## config.mk

```make
export PLATFORM = sky130hd
export DESIGN_NAME = mr_write_seq
export DESIGN_NICKNAME = d
export VERILOG_FILES = /design/src/rtl/mr_write_pkg.sv /design/src/rtl/mr_idle_gate.sv /design/src/rtl/mr_pend_slot.sv /design/src/rtl/mr_delay_timer.sv /design/src/rtl/mr_write_seq.sv
export SDC_FILE = /design/constraint.sdc
export NUM_CORES = 1
export LEC_CHECK = 0
export BUFFER_PORTS_ARGS = -buffer_cell sky130_fd_sc_hd__buf_2
export CAP_MARGIN = 20
export CELL_PAD_IN_SITES_DETAIL_PLACEMENT = 1
export CELL_PAD_IN_SITES_GLOBAL_PLACEMENT = 1
export CORE_ASPECT_RATIO = 0.5
export CORE_UTILIZATION = 44
export CTS_BUF_LIST = sky130_fd_sc_hd__clkbuf_4 sky130_fd_sc_hd__clkbuf_8
export DETAILED_ROUTE_END_ITERATION = 10
export PLACE_DENSITY_LB_ADDON = 0.1
export SLEW_MARGIN = 25
export SYNTH_ARGS = -nofsm -noshare
export SYNTH_HDL_FRONTEND = slang
export SYNTH_HIERARCHICAL = 1
export SYNTH_SLANG_ARGS = --single-unit
export TNS_END_PERCENT = 100
```

## constraint.sdc

```tcl
create_clock -name clk -period 2.8 [get_ports clk]
set_input_delay 0.28 -clock clk [delete_from_list [all_inputs] [get_ports clk]]
set_output_delay 0.28 -clock clk [all_outputs]
set_load 0.05 [all_outputs]
```

## src/rtl/mr_write_pkg.sv

```systemverilog
package mr_write_pkg;

  typedef struct packed {
    logic cs_n;
    logic ras_n;
    logic cas_n;
    logic we_n;
  } cmd_t;

  typedef enum logic [1:0] {
    PH_IDLE = 2'd0,
    PH_WIN  = 2'd1,
    PH_DONE = 2'd2,
    PH_GAP  = 2'd3
  } phase_t;

  function automatic cmd_t cmd_mrs();
    return '{cs_n: 1'b0, ras_n: 1'b0, cas_n: 1'b0, we_n: 1'b0};
  endfunction

  function automatic cmd_t cmd_nop();
    return '{cs_n: 1'b0, ras_n: 1'b1, cas_n: 1'b1, we_n: 1'b1};
  endfunction

  function automatic cmd_t cmd_des();
    return '{cs_n: 1'b1, ras_n: 1'b1, cas_n: 1'b1, we_n: 1'b1};
  endfunction

  // Requests are refused while a slot is held or in the post-window cycles.
  function automatic logic refuse_req(input logic slot_full, input phase_t ph);
    return slot_full || (ph == PH_DONE) || (ph == PH_GAP);
  endfunction

endpackage

```

## src/rtl/mr_idle_gate.sv

```systemverilog
module mr_idle_gate #(
  parameter int NUM_BANKS = 8
) (
  input  logic [NUM_BANKS-1:0] bank_open,
  input  logic [NUM_BANKS-1:0] bank_trp_busy,
  input  logic                 burst_active,
  input  logic                 cke_high,
  output logic                 dev_idle
);
  logic [NUM_BANKS-1:0] bank_ready;

  for (genvar b = 0; b < NUM_BANKS; b++) begin : g_bank
    assign bank_ready[b] = ~bank_open[b] & ~bank_trp_busy[b];
  end

  assign dev_idle = (&bank_ready) & ~burst_active & cke_high;
endmodule

```

## src/rtl/mr_pend_slot.sv

```systemverilog
module mr_pend_slot #(
  parameter int SEL_W  = 3,
  parameter int ADDR_W = 14
) (
  input  logic              clk,
  input  logic              rst_n,
  input  logic              load,
  input  logic              take,
  input  logic [SEL_W-1:0]  in_sel,
  input  logic [ADDR_W-1:0] in_op,
  output logic              full,
  output logic [SEL_W-1:0]  out_sel,
  output logic [ADDR_W-1:0] out_op
);
  always_ff @(posedge clk or negedge rst_n) begin
    if (!rst_n) begin
      full    <= 1'b0;
      out_sel <= '0;
      out_op  <= '0;
    end else if (load) begin
      full    <= 1'b1;
      out_sel <= in_sel;
      out_op  <= in_op;
    end else if (take) begin
      full    <= 1'b0;
    end
  end
endmodule

```

## src/rtl/mr_delay_timer.sv

```systemverilog
module mr_delay_timer #(
  parameter int UPD_CYC = 12
) (
  input  logic clk,
  input  logic rst_n,
  input  logic start,
  output logic running,
  output logic expire
);
  localparam int CNT_W = (UPD_CYC > 2) ? $clog2(UPD_CYC) : 1;
  localparam logic [CNT_W-1:0] LAST = CNT_W'(UPD_CYC - 1);

  logic [CNT_W-1:0] age;

  always_ff @(posedge clk or negedge rst_n) begin
    if (!rst_n) begin
      age     <= '0;
      running <= 1'b0;
    end else if (start) begin
      age     <= '0;
      running <= 1'b1;
    end else if (running) begin
      if (age == LAST) running <= 1'b0;
      else             age     <= age + 1'b1;
    end
  end

  assign expire = running && (age == LAST);
endmodule

```

## src/rtl/mr_write_seq.sv

```systemverilog
module mr_write_seq
  import mr_write_pkg::*;
#(
  parameter int NUM_BANKS = 8,
  parameter int SEL_W     = 3,
  parameter int ADDR_W    = 14,
  parameter int UPD_CYC   = 12
) (
  input  logic                 clk,
  input  logic                 rst_n,
  input  logic                 req_valid,
  input  logic [SEL_W-1:0]     req_sel,
  input  logic [ADDR_W-1:0]    req_opcode,
  input  logic [NUM_BANKS-1:0] bank_open,
  input  logic [NUM_BANKS-1:0] bank_trp_busy,
  input  logic                 burst_active,
  input  logic                 cke_high,
  output logic                 cs_n,
  output logic                 ras_n,
  output logic                 cas_n,
  output logic                 we_n,
  output logic [SEL_W-1:0]     ba,
  output logic [ADDR_W-1:0]    addr,
  output logic                 busy,
  output logic                 done
);
  phase_t            phase_q, phase_d;
  cmd_t              cmd_q, cmd_d;
  logic [SEL_W-1:0]  ba_q, ba_d;
  logic [ADDR_W-1:0] addr_q, addr_d;

  logic              dev_idle;
  logic              slot_full;
  logic [SEL_W-1:0]  slot_sel;
  logic [ADDR_W-1:0] slot_op;
  logic              win_running;
  logic              window_end;
  logic              accept_req;
  logic              issue_mrs;

  mr_idle_gate #(.NUM_BANKS(NUM_BANKS)) u_gate (
    .bank_open     (bank_open),
    .bank_trp_busy (bank_trp_busy),
    .burst_active  (burst_active),
    .cke_high      (cke_high),
    .dev_idle      (dev_idle)
  );

  assign busy       = refuse_req(slot_full, phase_q);
  assign accept_req = req_valid && !busy;
  assign issue_mrs  = slot_full && dev_idle &&
                      ((phase_q == PH_IDLE) || (phase_q == PH_WIN));

  mr_pend_slot #(.SEL_W(SEL_W), .ADDR_W(ADDR_W)) u_slot (
    .clk     (clk),
    .rst_n   (rst_n),
    .load    (accept_req),
    .take    (issue_mrs),
    .in_sel  (req_sel),
    .in_op   (req_opcode),
    .full    (slot_full),
    .out_sel (slot_sel),
    .out_op  (slot_op)
  );

  mr_delay_timer #(.UPD_CYC(UPD_CYC)) u_timer (
    .clk     (clk),
    .rst_n   (rst_n),
    .start   (issue_mrs),
    .running (win_running),
    .expire  (window_end)
  );

  always_comb begin
    phase_d = phase_q;
    cmd_d   = cmd_des();
    ba_d    = '0;
    addr_d  = '0;
    if (issue_mrs) begin
      phase_d = PH_WIN;
      cmd_d   = cmd_mrs();
      ba_d    = slot_sel;
      addr_d  = slot_op;
    end else begin
      unique case (phase_q)
        PH_WIN: begin
          if (window_end || !win_running) phase_d = PH_DONE;
          else                            cmd_d   = cmd_nop();
        end
        PH_DONE: phase_d = PH_GAP;
        PH_GAP:  phase_d = PH_IDLE;
        default: phase_d = PH_IDLE;
      endcase
    end
  end

  always_ff @(posedge clk or negedge rst_n) begin
    if (!rst_n) begin
      phase_q <= PH_IDLE;
      cmd_q   <= cmd_des();
      ba_q    <= '0;
      addr_q  <= '0;
    end else begin
      phase_q <= phase_d;
      cmd_q   <= cmd_d;
      ba_q    <= ba_d;
      addr_q  <= addr_d;
    end
  end

  assign cs_n  = cmd_q.cs_n;
  assign ras_n = cmd_q.ras_n;
  assign cas_n = cmd_q.cas_n;
  assign we_n  = cmd_q.we_n;
  assign ba    = ba_q;
  assign addr  = addr_q;
  assign done  = (phase_q == PH_DONE);
endmodule

```

### After elaboration in Yosys (flattened, before gate mapping)

Index checks and enable logic that the tools add are counted.

* flip-flop bits (word level): 46
* input port bits: 38

* $add $sub $neg: 1
* equal/unequal tests: 6
* multiplexer cells: 16
* bitwise gates (word level): 27
* reduce and logical (&&, ||, !) cells: 15

Operators by type and width (count)
* $mux W4: 6
* $not A1 Y1: 17
* $mux W14: 1
* $and A1 B1 Y1: 10
* $reduce_and A8 Y1: 1
* $mux W1: 5
* $add A4 B1 Y4 const B: 1
* $eq A2 B2 Y1 const B: 2
* $eq A4 B4 Y1 const B: 1
* $logic_and A1 B1 Y1: 4
* $logic_or A1 B1 Y1: 4
* $mux W2: 2
* $pmux W2 S2: 1
* $reduce_bool A2 Y1: 2
* $mux W3: 1
* $ne A3 B2 Y1 const B: 1
* $eq A2 B1 Y1 const B: 1
* $logic_not A1 Y1: 2
* $logic_not A2 Y1: 1
* $ne A2 B2 Y1 const B: 1
* $reduce_and A2 Y1: 1

### Logic depth before layout (Yosys ltp)

* depth after elaboration: 9
* mapped depth: 8

### Hierarchy

The synthesis kept the hierarchy.

Modules (own cells, without submodules)
* mr_write_seq: times used 1, cells an instance 62, area each 798.3 sq um
* mr_pend_slot: times used 1, cells an instance 39, area each 719.4 sq um
* mr_delay_timer: times used 1, cells an instance 24, area each 267.8 sq um
* mr_idle_gate: times used 1, cells an instance 7, area each 47.5 sq um

### Worst setup path before layout

No wires, ideal clock.

* path kind: register to register
* start point: register phase_q[0]
* end point: register u_slot.out_op[10]
* library setup time: 125 ps
* data arrival time: 2277 ps
* data required time: 2675 ps
* setup slack: 398 ps
* cell stages (with the launch flop): 8
* clock period less this slack: 2402 ps
* path through: dfrtp_1 -> inv_1 -> ha_1 -> or3_1 -> nor2_1 -> buf_6 -> buf_12 -> mux2_4

* word-level cells in the longest chain between the ends: 5
* elaborated cells on any way between the ends: 6

Ends and longest elaborated chain
* start: declaration: line mr_write_seq.sv:27 `phase_t phase_q, phase_d;`
* start signal: assignment: line mr_write_seq.sv:104 `phase_q <= phase_d;`
* $eq A2 B2 Y1
* net done: line mr_write_seq.sv:25 `output logic done`
* $logic_or A1 B1 Y1 (2 in series): line mr_write_pkg.sv:31 `return slot_full || (ph == PH_DONE) || (ph == PH_GAP);`
* net busy: line mr_write_seq.sv:24 `output logic busy,`
* $logic_not A1 Y1: line mr_write_seq.sv:50 `assign accept_req = req_valid && !busy;`
* $logic_and A1 B1 Y1: line mr_write_seq.sv:50
* net accept_req: line mr_write_seq.sv:38 `logic accept_req;`
* end signal: assignment: line mr_pend_slot.sv:23 `out_op <= in_op;`
* end: declaration: line mr_pend_slot.sv:13 `output logic [ADDR_W-1:0] out_op`

The timed path passes the listed nets, and every way through them passes these cells.
A chain may end at the register's enable or synchronous reset.

### Worst setup path in the final report

* start point: register phase_q[0]
* end point: register u_slot.out_sel[2]

* word-level cells in the longest chain between the ends: 5
* elaborated cells on any way between the ends: 6

Ends and longest elaborated chain
* $eq A2 B2 Y1: line mr_write_pkg.sv:31
* $logic_or A1 B1 Y1: line mr_write_pkg.sv:31
* $logic_or A1 B1 Y1 *: line mr_write_pkg.sv:31
* $logic_not A1 Y1 *: line mr_write_seq.sv:50
* $logic_and A1 B1 Y1 *: line mr_write_seq.sv:50
* net accept_req: line mr_write_seq.sv:38
* end signal: assignment: line mr_pend_slot.sv:22 `out_sel <= in_sel;`
* end: declaration: line mr_pend_slot.sv:12 `output logic [SEL_W-1:0] out_sel,`

Mark *: on every way through the listed nets, which the timed path passes. The rest lies on a longest branch.

==> metrics.txt <==
number of global-route vias before repair 1209; DP Wirelength around 2.5 mm; Most used DFF post-synth dfrtp_1; IO buf count 60; synth cell count leaders dfrtp_1 (42), and2_1 (17), mux2_4 (10); DIE AREA around 4400 µm²; Crit Path Category reg2reg; worst-margin pin slew 0.547 ns; pre-CTS WS around 0.7 ns; Mapped Cells 132; TritonCTS Buffers 5; WL/cell 14.1 µm; Final nets between 200 and 250; reg-to-reg critical path startpoint phase_q[0]; worst reg2reg path endpoint u_slot/out_sel[2]; CTS root buffer clkbuf_8; fmax between 400 and 500 MHz; CTS tree done; Yosys reg bits 44; Synth Warn # 6; Fin. Hold Viols 42; WL met2 about 1.7 mm; synth top area cells dfrtp_1 (57%), mux2_4 (8.2%), and2_1 (5.8%), mux2_2 (4.9%), ha_1 (3.4%); layout cells sized above 1 slightly above 50%; CP Data Required Time slightly below 3 ns; Worst VDD drop between 0.3 and 0.4 mV; CTS clk-pin slew, worst paths approximately 0.08 ns; Diodes inserted 0; CP peak stage delay approximately 0.44 ns; Met1 Wirelength 1.56 mm; antenna viol nets, final 0; largest net degree at the start of global routing 45; worst clock skew between 0.005 and 0.006 ns; min cycle time layout just over 2 ns; top-count cell post-synth dfrtp_1; DR pass1 iterations 2; Synthesized Nets ~180; filler instances around 420; first-pass GRT wire length 5.65 mm; clock buffer depth 2; Top Layer Used met4; Clk Latency, worst-skew pair just under 0.3 ns; area share of the largest cell type after synthesis 57.3%; routed wl met3 about 230 µm; status complete, but fails checks; setup ws final between 0.7 and 0.8 ns; grt total ovfl 0; boundary pin count just over 60; Leak 1.15 nW; Cell variety after synth 31; CP arrival roughly 2.2 ns; PwrDens slightly above 700 nW/µm²; Layout Area Growth over Synthesis 23.7%; reg2reg setup slack 0.79 ns; Setup-failing EPs final 0; Hold WC Path Type in2async; gr usage total about 17%; Max Slew Vio Count 0; Die Y 47.6 µm; Vias per Instance between 4 and 5; Starting Density a little under half; total number of vias roughly 1200; number of flops mapped to enable cells by yosys 0; leading area contributor after synthesis dfrtp_1; Min Hold Slack -0.0339 ns; sequential area share after synthesis 60.2%; num rows 16; max cap viols 0; routed wire length between 3 and 4 mm; fin crit share between 70% and 80%; worst r2r path cells 6; RSZ-0062 raised after global routing no; initial antenna violation count 0; Slew Limit Headroom between 60% and 70%; setup_tns 0 ns; gpl congestion between 0.6 and 0.7; Worst path slowest cell dfrtp_1; H-tree depth 2; # Post-CTS Setup Buffers 0; Mean Syn Cell Area about 14 µm²; violated checks negative hold slack; 1st-iter DRT viols 11; total core area between 3000 and 4000 µm²; number of remaining DRC errors 0; post-cts hold buffer count 0; synthesized cell area approximately 1800 µm²; post-cts sizing count 0; CP Cell Sequence inv_1 -> ha_1 -> or3_1 -> nor2_2 -> buf_4 -> mux2_2; Setup crit end kind flop; Crit Path Max Fanout 18; Async SR Flop Fraction 100%; TritonCTS Sinks 44; Die X 93.3 µm; CP startpoint kind flop
==> metal layers <==
metal	vias up	GRT usage, %
li1	559	-
met5	-	0
met3	4	4.76
met4	0	6.46
met2	35	31.2
met1	600	21.3
==> stage by stage <==
step	cell area [µm²]	hold slack [ns]	std cells	power (mW)	utilization, %
5_1_grt	2270	0.00223	251	1.73	57.5
4_1_cts	2260	0.158	251	1.66	57.4
3_3_place_gp	2170	0.462	243	1.20	54.9
6_report	2270	-0.0339	251	1.63	57.5
3_5_place_dp	2170	0.468	243	1.22	54.9
2_1_floorplan	1830	-0.0156	132	1.12	-
==> cells in the final DEF (no fill, tap or decap) <==
master       n
ha_1         5
nor2_2       2
dfstp_2      2
or3_1        1
mux2i_1      3
and3b_2      1
a31oi_4      1
inv_2        1
clkbuf_4     1
nor4_1       3
nor3b_1      1
clkinvlp_4   1
buf_2       59
nand4_1      2
or2_2        1
inv_1        6
a311o_1      1
nand2_1      2
nand2b_1     3
a21o_2       1
nor4_2       1
mux2_2       8
clkbuf_8     6
xor2_1       1
dfrtp_1     42
nor2b_1      1
buf_4        4
a21oi_1      1
nor2_1       8
mux2_4      10
nor3_1       1
and2_1      17
==> worst max path at each step <==
stage	start	to	cells after the start	slack, ns
after floorplan	phase_q[0]	u_slot/out_op[10]	7	0.40
after global placement	bank_trp_busy[3]	u_timer/age[0]	9	0.74
after detailed placement	bank_trp_busy[0]	u_timer/age[0]	9	0.70
after CTS	phase_q[0]	u_slot/out_op[0]	6	0.79
after global routing	phase_q[0]	u_slot/out_op[1]	6	0.63
final	phase_q[0]	u_slot/out_sel[2]	6	0.79
==> logic make-up after synthesis <==
| group | count (synthesis) | share of synthesized area, % |
|---|---|---|
| XOR/XNOR | 1 | 0.478 |
| multiplexers | 21 | 14.7 |
| flip-flops | 44 | 60.2 |
| AO/OA/AOI/OAI | 4 | 2.46 |
| buffers and inverters | 13 | 4.64 |
| adder cells (fa/ha/maj) | 5 | 3.41 |
| AND/OR/NAND/NOR | 44 | 14.1 |
==> power by group <==
part | leakage, nW | switching (mW) | internal (mW)
Combinational | 0.554 | 0.148 | 0.200
Sequential | 0.551 | 0.0860 | 0.777
Clock | 0.0479 | 0.212 | 0.210
==> critical path, delay by kind of cell (launching register included) <==
family	cells	cell delay (ns)
adders and majority gates	1	0.21
and+or+nand+nor	2	0.48
buffers and inverters	2	0.39
muxes	1	0.38
DFF	1	0.44
==> flip-flops by register name (all words and copies together), names as in the netlist <==
signal           flops
addr                14
u_slot/out_op       14
u_timer/age          4
ba                   3
u_slot/out_sel       3
phase_q              2
cas_n                1
cs_n                 1
u_slot/full          1
u_timer/running      1
==> final cells by class <==
class / count / area (µm²) / area share (%)
clock buffer: 7 / 90.1 / 3.97
tap: 54 / 67.6 / 2.98
inverter: 7 / 26.3 / 1.16
clock inverter: 1 / 7.51 / 0.331
multi-input combinational: 75 / 647 / 28.5
timing repair buffer: 63 / 325 / 14.3
sequential: 44 / 1100 / 48.7
Note: power is estimated with default switching activity, not from simulation.
